## config.mk

```make
export PLATFORM = sky130hd
export DESIGN_NAME = mt_issue_sel
export DESIGN_NICKNAME = d
export VERILOG_FILES = /design/src/rtl/mt_sel_pkg.sv /design/src/rtl/mt_thread_ctx.sv /design/src/rtl/mt_rr_pick.sv /design/src/rtl/mt_issue_sel.sv
export SDC_FILE = /design/constraint.sdc
export NUM_CORES = 1
export LEC_CHECK = 0
export ABC_CLOCK_PERIOD_IN_PS = 4700
export BUFFER_PORTS_ARGS = -buffer_cell sky130_fd_sc_hd__buf_2
export CAP_MARGIN = 10
export CORE_MARGIN = 2
export CORE_UTILIZATION = 35
export DETAILED_ROUTE_END_ITERATION = 8
export GPL_ROUTABILITY_DRIVEN = 1
export HOLD_SLACK_MARGIN = 0.12
export PLACE_DENSITY = 0.51
export SLEW_MARGIN = 10
export SYNTH_ARGS = -nofsm -noshare
export SYNTH_HDL_FRONTEND = slang
export SYNTH_SLANG_ARGS = --single-unit
```

## constraint.sdc

```tcl
create_clock -name clk -period 4.7 [get_ports clk]
set_input_delay 0.94 -clock clk [delete_from_list [all_inputs] [get_ports clk]]
set_output_delay 0.94 -clock clk [all_outputs]
set_load 0.005 [all_outputs]
```

## src/rtl/mt_sel_pkg.sv

```systemverilog
`timescale 1ns/1ps
package mt_sel_pkg;

    // Per-thread readiness state
    typedef enum logic {
        THR_READY   = 1'b0,
        THR_STALLED = 1'b1
    } thr_state_e;

    // Issue-slot state: did the last edge grant a thread
    typedef enum logic {
        SEL_BUBBLE = 1'b0,
        SEL_ISSUE  = 1'b1
    } sel_state_e;

endpackage

```

## src/rtl/mt_thread_ctx.sv

```systemverilog
`timescale 1ns/1ps
module mt_thread_ctx
    import mt_sel_pkg::*;
#(
    parameter int              PC_W       = 32,
    parameter int              INSN_BYTES = 4,
    parameter logic [PC_W-1:0] BOOT_PC    = '0
) (
    input  logic            clk,
    input  logic            rst_n,
    input  logic            imiss,
    input  logic [PC_W-1:0] imiss_pc,
    input  logic            dmiss,
    input  logic [PC_W-1:0] dmiss_pc,
    input  logic            refill,
    input  logic            grant,
    output logic            ready,
    output logic [PC_W-1:0] pc
);

    localparam logic [PC_W-1:0] STEP = PC_W'(INSN_BYTES);

    thr_state_e      st_q;
    thr_state_e      st_d;
    logic            any_miss;
    logic [PC_W-1:0] pc_q;

    assign any_miss = imiss | dmiss;

    // Transitions: miss stalls; refill without a concurrent miss resumes
    always_comb begin
        st_d = st_q;
        unique case (st_q)
            THR_READY:   if (any_miss) st_d = THR_STALLED;
            THR_STALLED: if (refill && !any_miss) st_d = THR_READY;
        endcase
    end

    always_ff @(posedge clk) begin
        if (!rst_n) st_q <= THR_READY;
        else        st_q <= st_d;
    end

    // PC: data-side restart beats fetch-side restart beats sequential step
    always_ff @(posedge clk) begin
        if (!rst_n)     pc_q <= BOOT_PC;
        else if (dmiss) pc_q <= dmiss_pc;
        else if (imiss) pc_q <= imiss_pc;
        else if (grant) pc_q <= pc_q + STEP;
    end

    assign ready = (st_q == THR_READY);
    assign pc    = pc_q;

endmodule

```

## src/rtl/mt_rr_pick.sv

```systemverilog
`timescale 1ns/1ps
module mt_rr_pick #(
    parameter int NT    = 4,
    parameter int TID_W = 2
) (
    input  logic [NT-1:0]    eligible,
    input  logic [TID_W-1:0] ptr,
    output logic             any,
    output logic [TID_W-1:0] pick
);

    // Search upward from the pointer with wrap; first eligible wins
    always_comb begin
        any  = 1'b0;
        pick = '0;
        for (int k = 0; k < NT; k++) begin
            logic [TID_W-1:0] idx;
            idx = TID_W'((int'(ptr) + k) % NT);
            if (!any && eligible[idx]) begin
                any  = 1'b1;
                pick = idx;
            end
        end
    end

endmodule

```

## src/rtl/mt_issue_sel.sv

```systemverilog
`timescale 1ns/1ps
module mt_issue_sel
    import mt_sel_pkg::*;
#(
    parameter int              NUM_THREADS = 4,
    parameter int              PC_W        = 32,
    parameter int              INSN_BYTES  = 4,
    parameter logic [PC_W-1:0] BOOT_PC     = 32'h0000_1000,
    parameter logic [PC_W-1:0] BOOT_STRIDE = 32'h0001_0000,
    localparam int             TID_W       = (NUM_THREADS > 1) ? $clog2(NUM_THREADS) : 1
) (
    input  logic                   clk,
    input  logic                   rst_n,
    input  logic                   imiss_vld,
    input  logic [TID_W-1:0]       imiss_tid,
    input  logic [PC_W-1:0]        imiss_pc,
    input  logic                   dmiss_vld,
    input  logic [TID_W-1:0]       dmiss_tid,
    input  logic [PC_W-1:0]        dmiss_pc,
    input  logic [NUM_THREADS-1:0] refill_done,
    output logic                   fetch_valid,
    output logic [TID_W-1:0]       fetch_tid,
    output logic [PC_W-1:0]        fetch_pc,
    output logic [NUM_THREADS-1:0] squash_fetch_mask,
    output logic [NUM_THREADS-1:0] squash_pipe_mask,
    output logic [NUM_THREADS-1:0] ready_mask
);

    localparam int               NT       = NUM_THREADS;
    localparam logic [TID_W-1:0] LAST_TID = TID_W'(NT - 1);
    localparam logic [NT-1:0]    ONE_HOT0 = NT'(1);

    if (NUM_THREADS < 2 || NUM_THREADS > 4) begin : g_bad_count
        $error("NUM_THREADS must lie in 2..4");
    end

    logic [NT-1:0]    imiss_vec;
    logic [NT-1:0]    dmiss_vec;
    logic [NT-1:0]    miss_vec;
    logic [NT-1:0]    ready_vec;
    logic [NT-1:0]    elig_vec;
    logic [NT-1:0]    grant_vec;
    logic [PC_W-1:0]  pc_arr [NT];
    logic             pick_any;
    logic [TID_W-1:0] pick_tid;
    logic [TID_W-1:0] ptr_q;

    sel_state_e       sel_q;
    sel_state_e       sel_d;
    logic [TID_W-1:0] tid_q;
    logic [PC_W-1:0]  pc_q;
    logic [NT-1:0]    sqf_q;
    logic [NT-1:0]    sqp_q;

    // Decode the miss ports into per-thread vectors
    assign imiss_vec = imiss_vld ? (ONE_HOT0 << imiss_tid) : '0;
    assign dmiss_vec = dmiss_vld ? (ONE_HOT0 << dmiss_tid) : '0;
    assign miss_vec  = imiss_vec | dmiss_vec;

    // A thread that misses this cycle is removed from the grant immediately
    assign elig_vec  = ready_vec & ~miss_vec;
    assign grant_vec = pick_any ? (ONE_HOT0 << pick_tid) : '0;

    for (genvar g = 0; g < NT; g++) begin : g_thr
        localparam logic [PC_W-1:0] THR_BOOT = BOOT_PC + BOOT_STRIDE * PC_W'(g);
        mt_thread_ctx #(
            .PC_W       (PC_W),
            .INSN_BYTES (INSN_BYTES),
            .BOOT_PC    (THR_BOOT)
        ) u_ctx (
            .clk      (clk),
            .rst_n    (rst_n),
            .imiss    (imiss_vec[g]),
            .imiss_pc (imiss_pc),
            .dmiss    (dmiss_vec[g]),
            .dmiss_pc (dmiss_pc),
            .refill   (refill_done[g]),
            .grant    (grant_vec[g]),
            .ready    (ready_vec[g]),
            .pc       (pc_arr[g])
        );
    end

    mt_rr_pick #(
        .NT    (NT),
        .TID_W (TID_W)
    ) u_pick (
        .eligible (elig_vec),
        .ptr      (ptr_q),
        .any      (pick_any),
        .pick     (pick_tid)
    );

    // Rotation pointer: moves past the granted thread, holds on a bubble
    always_ff @(posedge clk) begin
        if (!rst_n)        ptr_q <= '0;
        else if (pick_any) ptr_q <= (pick_tid == LAST_TID) ? '0 : pick_tid + 1'b1;
    end

    // Issue-slot state
    assign sel_d = pick_any ? SEL_ISSUE : SEL_BUBBLE;

    always_ff @(posedge clk) begin
        if (!rst_n) sel_q <= SEL_BUBBLE;
        else        sel_q <= sel_d;
    end

    // Registered outputs, chosen by the state being entered
    always_ff @(posedge clk) begin
        if (!rst_n) begin
            tid_q <= '0;
            pc_q  <= '0;
            sqf_q <= '0;
            sqp_q <= '0;
        end else begin
            unique case (sel_d)
                SEL_ISSUE: begin
                    tid_q <= pick_tid;
                    pc_q  <= pc_arr[pick_tid];
                end
                SEL_BUBBLE: begin
                    tid_q <= '0;
                    pc_q  <= '0;
                end
            endcase
            sqf_q <= imiss_vec;
            sqp_q <= dmiss_vec;
        end
    end

    assign fetch_valid       = (sel_q == SEL_ISSUE);
    assign fetch_tid         = tid_q;
    assign fetch_pc          = pc_q;
    assign squash_fetch_mask = sqf_q;
    assign squash_pipe_mask  = sqp_q;
    assign ready_mask        = ready_vec;

endmodule

```

==> run_summary.xml <==
<?xml version="1.0" encoding="UTF-8"?>
<metrics>
  <group name="finish">
    <metric name="multi_input_comb_area" unit="sq um">7250</metric>
    <metric name="drive_gt1_share" unit="%">15.4</metric>
    <metric name="antenna-diode-count" unit="">0</metric>
    <metric name="layout.core_utilization" unit="%">40.5</metric>
    <metric name="synthToLayoutAreaGrowth" unit="%">13.8</metric>
    <metric name="num-fill-cells" unit="">3470</metric>
    <metric name="finish.net_count" unit="">1668</metric>
    <metric name="ff_latch_area" unit="sq um">3540</metric>
  </group>
  <group name="sta">
    <metric name="timing_max_transition_violations_final" unit="">0</metric>
    <metric name="timing.final.crit_period" unit="ns">3.48</metric>
    <metric name="worstMarginPinSlew" unit="ns">1.07</metric>
    <metric name="rsz0062_at_grt" unit="">false</metric>
    <metric name="timing_hold_violations_final" unit="">0</metric>
    <metric name="relSlewSlack" unit="%">28.2</metric>
    <metric name="fin_hold_ws" unit="ns">0.493</metric>
    <metric name="maximum_frequency_from_static_timing_analysis" unit="MHz">287</metric>
    <metric name="timing.clock.skew" unit="ns">0.0155</metric>
    <metric name="tns" unit="ns">0</metric>
    <metric name="min_period_over_period" unit="%">74.1</metric>
    <metric name="final.setup.worst_slack" unit="ns">1.22</metric>
    <metric name="report.final.setup_viol" unit="">0</metric>
  </group>
  <group name="cts">
    <metric name="clk_pin_slew_worst_paths" unit="ns">0.08</metric>
    <metric name="cts_repair_resize_count" unit="">0</metric>
    <metric name="cts_max_path_buffers" unit="">2</metric>
    <metric name="root_buffer" unit="">clkbuf_16</metric>
    <metric name="cts-buffers-inserted" unit="">17</metric>
    <metric name="h-tree-depth" unit="">4</metric>
    <metric name="cts-hold-fix-buffers" unit="">0</metric>
    <metric name="post_cts_buffers" unit="">0</metric>
    <metric name="tritoncts_num_sinks" unit="">177</metric>
    <metric name="clock_tree_from_tritoncts" unit="">yes</metric>
    <metric name="worst_skew_pair_latency" unit="ns">0.46</metric>
  </group>
  <group name="placed_design">
    <metric name="post-dp-hpwl" unit="mm">37.9</metric>
    <metric name="pre_cts_slack" unit="ns">0.876</metric>
    <metric name="quantity_of_i_o_buffers_inserted_on_ports" unit="">122</metric>
    <metric name="place_congestion" unit="">0.977</metric>
  </group>
  <group name="setup_path">
    <metric name="path_class" unit="">in2reg</metric>
    <metric name="worst-endpoint-arrival" unit="ns">3.83</metric>
    <metric name="critical_path_required" unit="ns">5.05</metric>
    <metric name="critical_path_peak_fanout" unit="">14</metric>
    <metric name="setup.worst_path.end_class" unit="">register</metric>
    <metric name="crit_path_start_kind" unit="">primary input</metric>
  </group>
  <group name="global_routing">
    <metric name="number_of_antenna_violations_at_the_first_check_in_global_routing" unit="">0</metric>
    <metric name="pin_count_of_the_biggest_net_entering_global_routing" unit="">50</metric>
    <metric name="grt_most_used_layer" unit="">met1</metric>
    <metric name="grt_use_met1" unit="%">44.2</metric>
    <metric name="grt.met3_usage" unit="%">5.95</metric>
    <metric name="gr-usage-all-layers" unit="%">29.8</metric>
    <metric name="global_route_wire_length_before_repair" unit="mm">76.7</metric>
    <metric name="globalRouteOverflowTotal" unit="">0</metric>
    <metric name="grt_use_met2" unit="%">42.8</metric>
    <metric name="grt_pass1_vias" unit="">11795</metric>
  </group>
  <group name="routing">
    <metric name="drt_iter0_drc" unit="">1750</metric>
    <metric name="routedWlPerCell" unit="um">25.1</metric>
    <metric name="vias" unit="">13057</metric>
    <metric name="iteration_count_of_the_initial_detailed_routing_pass" unit="">6</metric>
    <metric name="post_drt_via_cell_ratio" unit="">6.39</metric>
    <metric name="ant_nets" unit="">0</metric>
    <metric name="drc_errors" unit="">0</metric>
    <metric name="detail_route.wirelength" unit="mm">51.3</metric>
  </group>
  <group name="synthesis">
    <metric name="mappedNetlistNets" unit="">1616</metric>
    <metric name="synth.cells.most_frequent" unit="">dfxtp_1, nand2_1, nor2_1, a211oi_1, a21oi_1</metric>
    <metric name="yosys.cell_types.count" unit="">84</metric>
    <metric name="synth_largest_area_cell" unit="">dfxtp_1</metric>
    <metric name="synth_seq_cells" unit="">177</metric>
    <metric name="seq_area_frac_synth" unit="%">30.6</metric>
    <metric name="synth-async-reset-ratio" unit="%">0</metric>
    <metric name="synth-edff-count" unit="">0</metric>
    <metric name="synthDominantCellAreaShare" unit="%">30.6</metric>
    <metric name="syn_inst" unit="">1536</metric>
    <metric name="mapped_cell_area" unit="sq um">11600</metric>
    <metric name="yosys.cell_count.top_type" unit="">dfxtp_1</metric>
    <metric name="synth.top_cells.by_area" unit="">dfxtp_1, a211oi_1, nand2_1</metric>
    <metric name="ys_warn_count" unit="">0</metric>
    <metric name="synthFlopType" unit="">dfxtp_1</metric>
    <metric name="syn_avg_cell_area" unit="sq um">7.54</metric>
  </group>
  <group name="power">
    <metric name="irDropWorstVdd" unit="mV">0.337</metric>
    <metric name="power.density" unit="nW/um^2">396</metric>
    <metric name="power.total" unit="mW">5.22</metric>
    <metric name="leakagePower" unit="nW">4.61</metric>
  </group>
  <group name="floorplan">
    <metric name="floorplan.rows" unit="">66</metric>
    <metric name="initial_utilization" unit="%">35.6</metric>
    <metric name="die_height" unit="um">186</metric>
    <metric name="core_area" unit="sq um">32500</metric>
    <metric name="die-width" unit="um">186</metric>
    <metric name="floorplan.die_area" unit="sq um">34500</metric>
    <metric name="boundaryPins" unit="">123</metric>
  </group>
  <group name="job">
    <metric name="drv_cap" unit="">0</metric>
  </group>
  <group name="outcome">
    <metric name="status" unit="">finished clean</metric>
  </group>
  <group name="min_path">
    <metric name="hold_class" unit="">reg2reg</metric>
  </group>
</metrics>
-- cell usage in the layout (no fill, tap or decap), types with 5 or more instances in the layout --
master and count:
dfxtp_1 177, nand2_1 172, nor2_1 133, buf_2 122, a211oi_1 98, a21oi_1 93
nand3_1 63, o21ai_0 60, a31oi_1 57, inv_1 51, buf_4 46, nor3_1 41
xnor2_1 40, a311oi_1 39, nand4_1 30, nor4_1 27, mux2i_1 20, o22ai_1 19
a22oi_1 17, clkbuf_16 17, a22o_1 16, o211ai_1 15, and3_1 14, or3_1 14
o221ai_1 14, o31ai_1 13, o221a_2 12, and4_1 10, xor2_1 10, o311ai_0 9
a21o_1 7, a41oi_1 7, o21a_1 6, o41ai_1 6, or4_1 5, o31a_1 5
a211o_1 5, o211a_1 5, nand2b_1 5, o2111ai_1 5
-- area by class of cell --
type,count,area share [%]
Tap cell,442,4.20
Clock buffer,18,3.26
Sequential cell,177,26.9
Inverter,52,1.48
Timing Repair Buffer,171,7.71
Multi-Input combinational cell,1169,55.0
Clock inverter,13,1.41
-- sequential cells by signal, summed over array words and instances (netlist names) --
signal	cells
g_thr.u_ctx.st_q	4
squash_fetch_mask	4
fetch_pc	32
fetch_tid	2
squash_pipe_mask	4
fetch_valid	1
ptr_q	2
g_thr.u_ctx.pc	128
-- per-stage QoR --
stage	instance area, sq um	cells
2_1_floorplan	11600	1536
3_3_place_gp	12600	2011
3_5_place_dp	12600	2011
4_1_cts	13200	2042
5_1_grt	13200	2042
6_report	13200	2042
-- power breakdown --
part	switching [mW]	internal [mW]
sequential	0.288	1.72
clock	0.684	0.890
combinational	1.06	0.582
total	2.03	3.19
-- logic make-up (layout without fill, tap and decap cells) --
group	count (synthesis)	in the layout	share of synthesized area, %
DFF	177	177	30.6
adders and majority gates	4	4	0.432
and+or+nand+nor	550	550	22.9
xor gates and xnor gates	50	50	3.78
AOI/OAI and AO/OA	545	545	33.6
muxes	20	20	1.73
buffers and inverters	190	254	6.97
-- worst paths after layout --
path	slack, ns	depth (start not counted)	from	end
worst max-delay path	1.22	8	imiss_vld	g_thr[1].u_ctx.pc[22]
worst min register to register	0.49	2	g_thr[0].u_ctx.pc[0]	g_thr[0].u_ctx.pc[0]
worst max register to register	1.51	5	g_thr[0].u_ctx.st_q	g_thr[1].u_ctx.pc[22]
worst min-delay path	0.49	2	g_thr[0].u_ctx.pc[0]	g_thr[0].u_ctx.pc[0]
-- layer usage --
metal / share of wire (%) / vias to the layer above
li1: - / 5948
met5: 0 / -
met4: 2.5 / 0
met2: 41 / 716
met1: 46 / 6304
met3: 10 / 89
-- critical path, cell delays in order --
cell and delay [ns]:
buf_2 0.14, nor3b_2 0.16, buf_4 0.19, nor3_1 0.74, o21ai_1 0.22, nand3_1 0.58
nand2_1 0.46, o221a_2 0.40
No activity file was read; power rests on OpenSTA's default activity.
